[src/rtl/bhs_pkg.sv]
package bhs_pkg;

  localparam logic [31:0] SYNC_WORD = 32'h584C4E58;

  localparam logic [2:0] BM_JTAG  = 3'd0;
  localparam logic [2:0] BM_SLAVE = 3'd1;
  localparam logic [2:0] BM_QSPI  = 3'd2;
  localparam logic [2:0] BM_OSPI  = 3'd3;
  localparam logic [2:0] BM_SD    = 3'd4;
  localparam logic [2:0] BM_EMMC  = 3'd5;

  typedef enum logic [3:0] {
    ST_SAMPLE, ST_VCHK, ST_PCHK, ST_MODE, ST_EXT, ST_SCHK,
    ST_READ, ST_STEP, ST_CPREQ, ST_CPWAIT, ST_RUN, ST_LOCK
  } bhs_state_e;

  function automatic logic mode_is_ext(input logic [2:0] m);
    return (m == BM_JTAG) || (m == BM_SLAVE);
  endfunction

  function automatic logic mode_is_flash(input logic [2:0] m);
    return (m == BM_QSPI) || (m == BM_OSPI);
  endfunction

  function automatic logic mode_is_card(input logic [2:0] m);
    return (m == BM_SD) || (m == BM_EMMC);
  endfunction

endpackage

[src/rtl/bhs_csum_acc.sv]
module bhs_csum_acc #(
  parameter int DW = 32
) (
  input  logic          clk,
  input  logic          rst_n,
  input  logic          clr_i,
  input  logic          add_i,
  input  logic [DW-1:0] word_i,
  output logic [DW-1:0] sum_o
);

  logic [DW-1:0] sum_q, sum_d;

  always_comb begin
    sum_d = sum_q;
    if (clr_i)      sum_d = '0;
    else if (add_i) sum_d = sum_q + word_i;
  end

  always_ff @(posedge clk or negedge rst_n) begin
    if (!rst_n) sum_q <= '0;
    else        sum_q <= sum_d;
  end

  assign sum_o = sum_q;

  AST_SUM_HOLD: assert property (@(posedge clk) disable iff (!rst_n)
    (!clr_i && !add_i) |=> $stable(sum_o));

endmodule

[src/rtl/bhs_cursor.sv]
module bhs_cursor #(
  parameter int MB_W       = 16,
  parameter int MB_MAX     = 256,
  parameter int SLOT_MAX   = 8191,
  parameter int STEP_SHIFT = 15,
  localparam int SLOT_W    = $clog2(SLOT_MAX + 1)
) (
  input  logic            clk,
  input  logic            rst_n,
  input  logic            flash_i,
  input  logic            step_i,
  input  logic            wr_ok_i,
  input  logic            we_i,
  input  logic [MB_W-1:0] wdata_i,
  output logic [MB_W-1:0] mb_o,
  output logic [31:0]     base_o,
  output logic            exhausted_o
);

  localparam logic [MB_W-1:0]   MB_LIM   = MB_W'(MB_MAX);
  localparam logic [SLOT_W-1:0] SLOT_LIM = SLOT_W'(SLOT_MAX);

  logic [MB_W-1:0]   mb_q, mb_d;
  logic [SLOT_W-1:0] slot_q, slot_d;
  logic              mb_en, slot_en;

  assign mb_en   = (step_i && flash_i) || (we_i && wr_ok_i);
  assign slot_en = step_i && !flash_i;

  always_comb begin
    mb_d   = mb_q;
    slot_d = slot_q;
    if (step_i && flash_i)   mb_d = mb_q + 1'b1;
    else if (we_i && wr_ok_i) mb_d = wdata_i;
    if (slot_en)             slot_d = slot_q + 1'b1;
  end

  always_ff @(posedge clk or negedge rst_n) begin
    if (!rst_n) begin
      mb_q   <= '0;
      slot_q <= '0;
    end else begin
      if (mb_en)   mb_q   <= mb_d;
      if (slot_en) slot_q <= slot_d;
    end
  end

  assign mb_o        = mb_q;
  assign base_o      = flash_i ? (32'(mb_q) << STEP_SHIFT) : (32'(slot_q) << STEP_SHIFT);
  assign exhausted_o = flash_i ? (mb_q > MB_LIM) : (slot_q >= SLOT_LIM);

  AST_MB_STEP: assert property (@(posedge clk) disable iff (!rst_n)
    (step_i && flash_i) |=> (mb_o == $past(mb_o) + 1'b1));
  AST_CARD_KEEPS_MB: assert property (@(posedge clk) disable iff (!rst_n)
    (step_i && !flash_i) |=> $stable(mb_o));
  AST_WR_BLOCKED: assert property (@(posedge clk) disable iff (!rst_n)
    (we_i && !wr_ok_i && !step_i) |=> $stable(mb_o));

endmodule

[src/rtl/boot_hdr_seek.sv]
module boot_hdr_seek #(
  parameter int MB_W       = 16,
  parameter int MB_MAX     = 256,
  parameter int CARD_SLOTS = 8191,
  parameter int HDR_WORDS  = 8,
  parameter int STEP_SHIFT = 15
) (
  input  logic            clk,
  input  logic            rst_n,
  input  logic [2:0]      boot_mode_i,
  input  logic            vdd_ok_i,
  input  logic            pll_ok_i,
  input  logic            mb_we_i,
  input  logic [MB_W-1:0] mb_wdata_i,
  output logic [MB_W-1:0] mb_o,
  output logic            rd_req_o,
  output logic [31:0]     rd_addr_o,
  input  logic            rd_vld_i,
  input  logic [31:0]     rd_data_i,
  output logic            cp_start_o,
  output logic [31:0]     cp_base_o,
  input  logic            cp_done_i,
  output logic            cpu_rel_o,
  output logic            ext_cfg_en_o,
  output logic            lockdown_o,
  output logic            err_o
);
  import bhs_pkg::*;

  localparam int              WIDX_W = $clog2(HDR_WORDS + 1);
  localparam logic [WIDX_W-1:0] WIDX_LAST = WIDX_W'(HDR_WORDS);
  localparam logic [MB_W-1:0] MB_LIM = MB_W'(MB_MAX);

  bhs_state_e        state_q, state_d;
  logic [2:0]        mode_q;
  logic              vdd_q, pll_q, samp_en;
  logic [WIDX_W-1:0] widx_q, widx_d;
  logic              flash_sel, step, wr_ok, exhausted;
  logic              acc_clr, acc_add;
  logic [31:0]       base, sum;

  assign samp_en   = (state_q == ST_SAMPLE);
  assign flash_sel = mode_is_flash(mode_q);
  assign step      = (state_q == ST_STEP);
  assign wr_ok     = !(state_q inside {ST_SCHK, ST_READ, ST_STEP, ST_CPREQ, ST_CPWAIT});
  assign acc_clr   = (state_q == ST_SCHK);
  assign acc_add   = (state_q == ST_READ) && rd_vld_i && (widx_q != WIDX_LAST);

  bhs_cursor #(
    .MB_W(MB_W), .MB_MAX(MB_MAX), .SLOT_MAX(CARD_SLOTS), .STEP_SHIFT(STEP_SHIFT)
  ) u_cursor (
    .clk(clk), .rst_n(rst_n), .flash_i(flash_sel), .step_i(step),
    .wr_ok_i(wr_ok), .we_i(mb_we_i), .wdata_i(mb_wdata_i),
    .mb_o(mb_o), .base_o(base), .exhausted_o(exhausted)
  );

  bhs_csum_acc #(.DW(32)) u_csum (
    .clk(clk), .rst_n(rst_n), .clr_i(acc_clr), .add_i(acc_add),
    .word_i(rd_data_i), .sum_o(sum)
  );

  always_comb begin
    state_d = state_q;
    widx_d  = widx_q;
    unique case (state_q)
      ST_SAMPLE: state_d = ST_VCHK;
      ST_VCHK:   state_d = vdd_q ? ST_PCHK : ST_LOCK;
      ST_PCHK:   state_d = pll_q ? ST_MODE : ST_LOCK;
      ST_MODE: begin
        if (mode_is_ext(mode_q))                              state_d = ST_EXT;
        else if (mode_is_flash(mode_q) || mode_is_card(mode_q)) state_d = ST_SCHK;
        else                                                  state_d = ST_LOCK;
      end
      ST_SCHK: begin
        widx_d  = '0;
        state_d = exhausted ? ST_LOCK : ST_READ;
      end
      ST_READ: begin
        if (rd_vld_i) begin
          if ((widx_q == '0) && (rd_data_i != SYNC_WORD)) state_d = ST_STEP;
          else if (widx_q == WIDX_LAST)
            state_d = (rd_data_i == ~sum) ? ST_CPREQ : ST_STEP;
          else widx_d = widx_q + 1'b1;
        end
      end
      ST_STEP:   state_d = ST_SCHK;
      ST_CPREQ:  state_d = ST_CPWAIT;
      ST_CPWAIT: if (cp_done_i) state_d = ST_RUN;
      default:   state_d = state_q;
    endcase
  end

  always_ff @(posedge clk or negedge rst_n) begin
    if (!rst_n) begin
      state_q <= ST_SAMPLE;
      widx_q  <= '0;
      mode_q  <= '0;
      vdd_q   <= 1'b0;
      pll_q   <= 1'b0;
    end else begin
      state_q <= state_d;
      widx_q  <= widx_d;
      if (samp_en) begin
        mode_q <= boot_mode_i;
        vdd_q  <= vdd_ok_i;
        pll_q  <= pll_ok_i;
      end
    end
  end

  assign rd_req_o     = (state_q == ST_READ);
  assign rd_addr_o    = base + 32'({widx_q, 2'b00});
  assign cp_start_o   = (state_q == ST_CPREQ);
  assign cp_base_o    = base;
  assign cpu_rel_o    = (state_q == ST_RUN);
  assign ext_cfg_en_o = (state_q == ST_EXT);
  assign lockdown_o   = (state_q == ST_LOCK);
  assign err_o        = (state_q == ST_LOCK);

  AST_REQ_HOLD: assert property (@(posedge clk) disable iff (!rst_n)
    (rd_req_o && !rd_vld_i) |=> (rd_req_o && $stable(rd_addr_o)));
  AST_EXT_NO_READ: assert property (@(posedge clk) disable iff (!rst_n)
    ext_cfg_en_o |-> (!rd_req_o && !cp_start_o));
  AST_REL_AFTER_DONE: assert property (@(posedge clk) disable iff (!rst_n)
    $rose(cpu_rel_o) |-> $past(cp_done_i));
  AST_CP_PULSE: assert property (@(posedge clk) disable iff (!rst_n)
    cp_start_o |=> !cp_start_o);
  AST_LOCK_STICKY: assert property (@(posedge clk) disable iff (!rst_n)
    lockdown_o |=> (lockdown_o && err_o));
  AST_ONE_OUTCOME: assert property (@(posedge clk) disable iff (!rst_n)
    $onehot0({lockdown_o, ext_cfg_en_o, cpu_rel_o}));
  AST_FLASH_LIMIT: assert property (@(posedge clk) disable iff (!rst_n)
    (rd_req_o && flash_sel) |-> (mb_o <= MB_LIM));

endmodule

[config.mk]
export PLATFORM = sky130hd
export DESIGN_NAME = boot_hdr_seek
export DESIGN_NICKNAME = d
export VERILOG_FILES = /design/src/rtl/bhs_pkg.sv /design/src/rtl/bhs_csum_acc.sv /design/src/rtl/bhs_cursor.sv /design/src/rtl/boot_hdr_seek.sv
export SDC_FILE = /design/constraint.sdc
export NUM_CORES = 1
export LEC_CHECK = 0
export BUFFER_PORTS_ARGS = -buffer_cell sky130_fd_sc_hd__buf_2
export CORE_MARGIN = 2
export CORE_UTILIZATION = 40
export CTS_CLUSTER_DIAMETER = 120
export CTS_CLUSTER_SIZE = 16
export DETAILED_ROUTE_END_ITERATION = 7
export GPL_ROUTABILITY_DRIVEN = 0
export PLACE_DENSITY = 0.6
export SYNTH_ARGS = -nofsm -noshare
export SYNTH_HDL_FRONTEND = slang
export SYNTH_SLANG_ARGS = --single-unit
[constraint.sdc]
create_clock -name clk -period 3.45 [get_ports clk]
set_input_delay 0.69 -clock clk [delete_from_list [all_inputs] [get_ports clk]]
set_output_delay 0.69 -clock clk [all_outputs]
set_load 0.005 [all_outputs]
; Word-level counts from Yosys, hierarchy flattened
; Cells that the tools add are included.
[word_totals]
wordCells = 86
output_inout_bits = 86
regBits = 74
[op_classes]
eq_ne = 25
bitwise = 1
reduce_logical = 24
muxes = 21
order_cmp = 2
addsub = 5
[op_table]
columns = op, count
row1 = $mux W32, 2
row2 = $mux W4, 13
row3 = $pmux W4 S9, 1
row4 = $add A32 B32 Y32, 1
row5 = $add A32 B6 Y32, 1
row6 = $eq A32 B32 Y1, 1
row7 = $mux W16, 2
row8 = $ne A32 B31 Y1 const B, 1
row9 = $not A32 Y32, 1
row10 = $mux W31, 1
row11 = $eq A4 B4 Y1 const B, 5
row12 = $add A16 B1 Y16 const B, 1
row13 = $eq A4 B3 Y1 const B, 4
row14 = $gt A16 B9 Y1 const B, 1
row15 = $add A13 B1 Y13 const B, 1
row16 = $ge A13 B13 Y1 const B, 1
row17 = $reduce_bool A9 Y1, 1
row18 = $eq A4 B2 Y1 const B, 2
row19 = $logic_not A4 Y1, 2
row20 = $pmux W4 S2, 1
row21 = $reduce_and A4 Y1, 2
row22 = $eq A3 B2 Y1 const B, 2
row23 = $eq A3 B3 Y1 const B, 2
row24 = $logic_and A1 B1 Y1, 6
row25 = 14 further kinds, 23

; Logic depth before layout (Yosys ltp)
[logic_depth]
ltp_word = 7
mapped_depth = 11
depth_no_buf = 10

; By module
; From an unflattened synthesis, not the netlist that was laid out.
[unflattened]
hier_cells = 774
hier_area_um2 = 6767.7
[by_module_without_submodules]
columns = mod, cells_per_inst, n_inst, seq_area_each_um2, area_per_inst_um2
row1 = bhs_csum_acc, 330, 1, 800.8, 2947.8
row2 = boot_hdr_seek, 250, 1, 300.3, 1973.1
row3 = bhs_cursor, 194, 1, 725.7, 1846.8

; Worst setup path after synthesis
; Ideal clock, no wire load.
[synth_timing]
path_type = input-to-reg
startpoint = input rd_data_i[8]
endpoint = register u_csum.sum_q[29] (netlist: u_csum.sum_o[29])
stages = 9
arrival_time_ns = 2.762
slack_ns = 0.562
required_time_ns = 3.324
path_cell_list = ha_1 > nand2_1 > nor2_1 > o2111ai_2 > a311oi_2 > o41ai_4 > o31ai_2 > mux2_1 > a311o_1
[synth_via]
elab_chain_cells = 3
[synth_rtl]
columns = item, line
row1 = from (decl), boot_hdr_seek.sv:19  ; input logic [31:0] rd_data_i,
row2 = $add A32 B32 Y32, bhs_csum_acc.sv:17  ; else if (add_i) sum_d = sum_q + word_i;
row3 = $mux W32, bhs_csum_acc.sv:17
row4 = $mux W32, bhs_csum_acc.sv:16  ; if (clr_i) sum_d = '0;
row5 = to (signal assigned), bhs_csum_acc.sv:22  ; else sum_q <= sum_d;
row6 = to (decl), bhs_csum_acc.sv:12  ; logic [DW-1:0] sum_q, sum_d;
; No other way between the ends. The select of a mux whose other input is x is not followed.
; A chain may end at the register's enable or synchronous reset.

; Final worst setup path
[layout_timing]
startpoint = input rd_data_i[0]
endpoint = register u_csum.sum_q[20] (netlist: u_csum.sum_o[20])
; Same word-level chain as after synthesis.

==> out/metrics.cfg <==
[outcome]
status = completed

[clocking]
clock_latency_ns = 0.35
clock_path_buffers = 2
cts_root_buf = clkbuf_16
cts_tree = yes
cts_sinks = 73
cts-resized-gates = 0
path_clk_slew_ns = 0.06
cts_buffers = 9
post-cts-setup-buffer-count = 0
postCtsHoldBufs = 0
htreeDepth = 3

[timing]
slew_viol_final = 0
finalSetupViolCount = 0
rsz0062_at_grt = false
worst_pin_slew_ns = 0.639
tns_ns = 0
skew_ns = 0.00878
slew_headroom = 0.574
finalCriticalPeriod_ns = 3.01
hold_viol_final = 0
timing.fmax_mhz = 332
post-route-period-util = 0.873
timing.final.ws_setup_ns = 0.439

[setup_path]
cp-start-kind = input pin
cp-end-kind = flop
critical_path_class = in -> reg
cp.arrival_ns = 3.27
r2r_start = u_csum.sum_o[0]
cp_max_fo = 3
rrSetupSlack_ns = 0.54
r2r-end = u_csum.sum_o[20]
r2r_cells = 10
cp.required_ns = 3.71

[synth]
syn_avg_cell_area_sq_um = 8.62
synth.top_cell.area_share = 0.310
ys_types = 78
async_flop_share = 1.00
synth_edf_count = 0
ys_seq_area_frac = 0.310
synth.top_cells.by_count = dfrtp_1 (73), nand2_1 (55), nand3_1 (52)
synth-seq-cells = 73
synth_area_sq_mm = 0.00589
synth_flop_cell = dfrtp_1
synth_cells = 683
synthTopCellsByArea = dfrtp_1 (31%), ha_1 (7.6%), buf_4 (5.7%), nand3_1 (4.4%), o21ai_0 (4.0%)
yosysTopAreaCell = dfrtp_1
post-synth-top-count-cell = dfrtp_1
ys.warnings.count = 0

[floorplanning]
die_w_um = 125
die_area_sq_mm = 0.0157
num_rows = 44
die_h_um = 125
coreArea_sq_mm = 0.0145
ios = 144
start_util = 0.407

[global_routing]
overflow = 0
grtUsageTotal = 0.196
grt_max_degree = 48
grt_pass1_wl_um = 25600
grt_pass1_vias = 5289
antenna_found_initial = 0

[drt]
post-route-drc-count = 0
drtPass1Iterations = 5
antenna_left = 0
drt_wl_total_um = 15100
vias = 5335
drt_iter0_markers = 358
viasPerCell = 5.57
routedWlPerCell_um = 15.8

[placement]
hpwl_um = 11500
dpl-instance-area_sq_mm = 0.00638
pre_cts_ws_ns = 0.163
io_buffers = 114

[worst_hold_path]
hp-class = in -> async

[cells_and_area]
diodes = 0
fin_util = 0.462
area_delta_synth_final_pct = 13.6
drive_above_1_share = 0.233
final_area_sq_mm = 0.00669
nets = 864
fillers = 1410

[power]
powerDensity_mw_per_mm2 = 714
leakage_uw = 0.00325
ir_drop_v = 0.000487

[job]
drv_cap = 0

## critical path: stages
cell and delay, ns:
buf_2 0.13, ha_1 0.22, fa_1 0.43, a211oi_1 0.36, o211ai_1 0.23, nand4_1 0.22, a21oi_1 0.13, o21ai_0 0.29
a21boi_0 0.18, o21a_1 0.20, o31ai_1 0.18
## metal layers
layer,up-vias,track usage,part of all wire
met1,2573,0.266,0.48
li1,2617,-,-
met2,128,0.318,0.47
met3,17,0.0359,0.040
met4,0,0.0608,0.014
met5,-,0,0
## power by group
group / total (uW) / switching (uW) / internal (uW)
registers: 1500 / 367 / 1130
clock network: 993 / 418 / 576
logic: 2280 / 1240 / 1050
total: 4780 / 2020 / 2750
## cell families after synthesis
logic type,count (synthesis),share of synthesized area
compound gates,186,0.219
mux,20,0.0380
fa+ha+maj,37,0.0799
xor+xnor,39,0.0580
other cells,1,0.000637
simple gates,236,0.203
flops,73,0.310
buf+inv,91,0.0914
## worst max-delay path by stage
stage | from | end | slack [ns] | cells past startpoint
after global routing | rd_data_i[0] | u_csum.sum_o[20] | 0.26 | 11
after floorplan | rd_data_i[8] | u_csum.sum_o[29] | 0.56 | 9
after global placement | rd_data_i[0] | u_csum.sum_o[20] | 0.19 | 11
after detailed placement | rd_data_i[0] | u_csum.sum_o[20] | 0.16 | 11
final | rd_data_i[0] | u_csum.sum_o[20] | 0.44 | 11
after CTS | rd_data_i[0] | u_csum.sum_o[20] | 0.51 | 11
## stage by stage
step	hold WS, ns	std cells	total power (uW)
floorplan	0.394	710	3200
global placement	0.490	942	3720
detailed placement	0.485	942	3770
CTS	0.367	958	4800
global route	0.390	958	5180
finish	0.355	958	4780
## layout make-up
cell class | count | area [sq um] | area share
Sequential cell | 73 | 1830 | 0.273
Timing Repair Buffer | 122 | 631 | 0.0943
Multi-Input combinational cell | 546 | 3630 | 0.542
Tap cell | 184 | 230 | 0.0344
Clock inverter | 7 | 85.1 | 0.0127
Clock buffer | 9 | 225 | 0.0337
Inverter | 17 | 63.8 | 0.00954
## state kept, by name, summed over array words and instances (netlist names)
name / flops
mode_q: 2
pll_q: 1
state_q: 4
u_csum.sum_o: 32
u_cursor.mb_o: 16
u_cursor.slot_q: 13
vdd_q: 1
widx_q: 4
## cells in the final DEF, fill, tap and decap left out, types with 19 or more instances in the layout
cell type	count
buf_2	114
nand3_1	52
conb_1	28
nand2_1	55
nor2_1	45
xnor2_1	20
dfrtp_1	73
o21ai_0	47
a21oi_1	37
ha_1	36
xor2_1	19
Power figures use the tool's default switching activity.
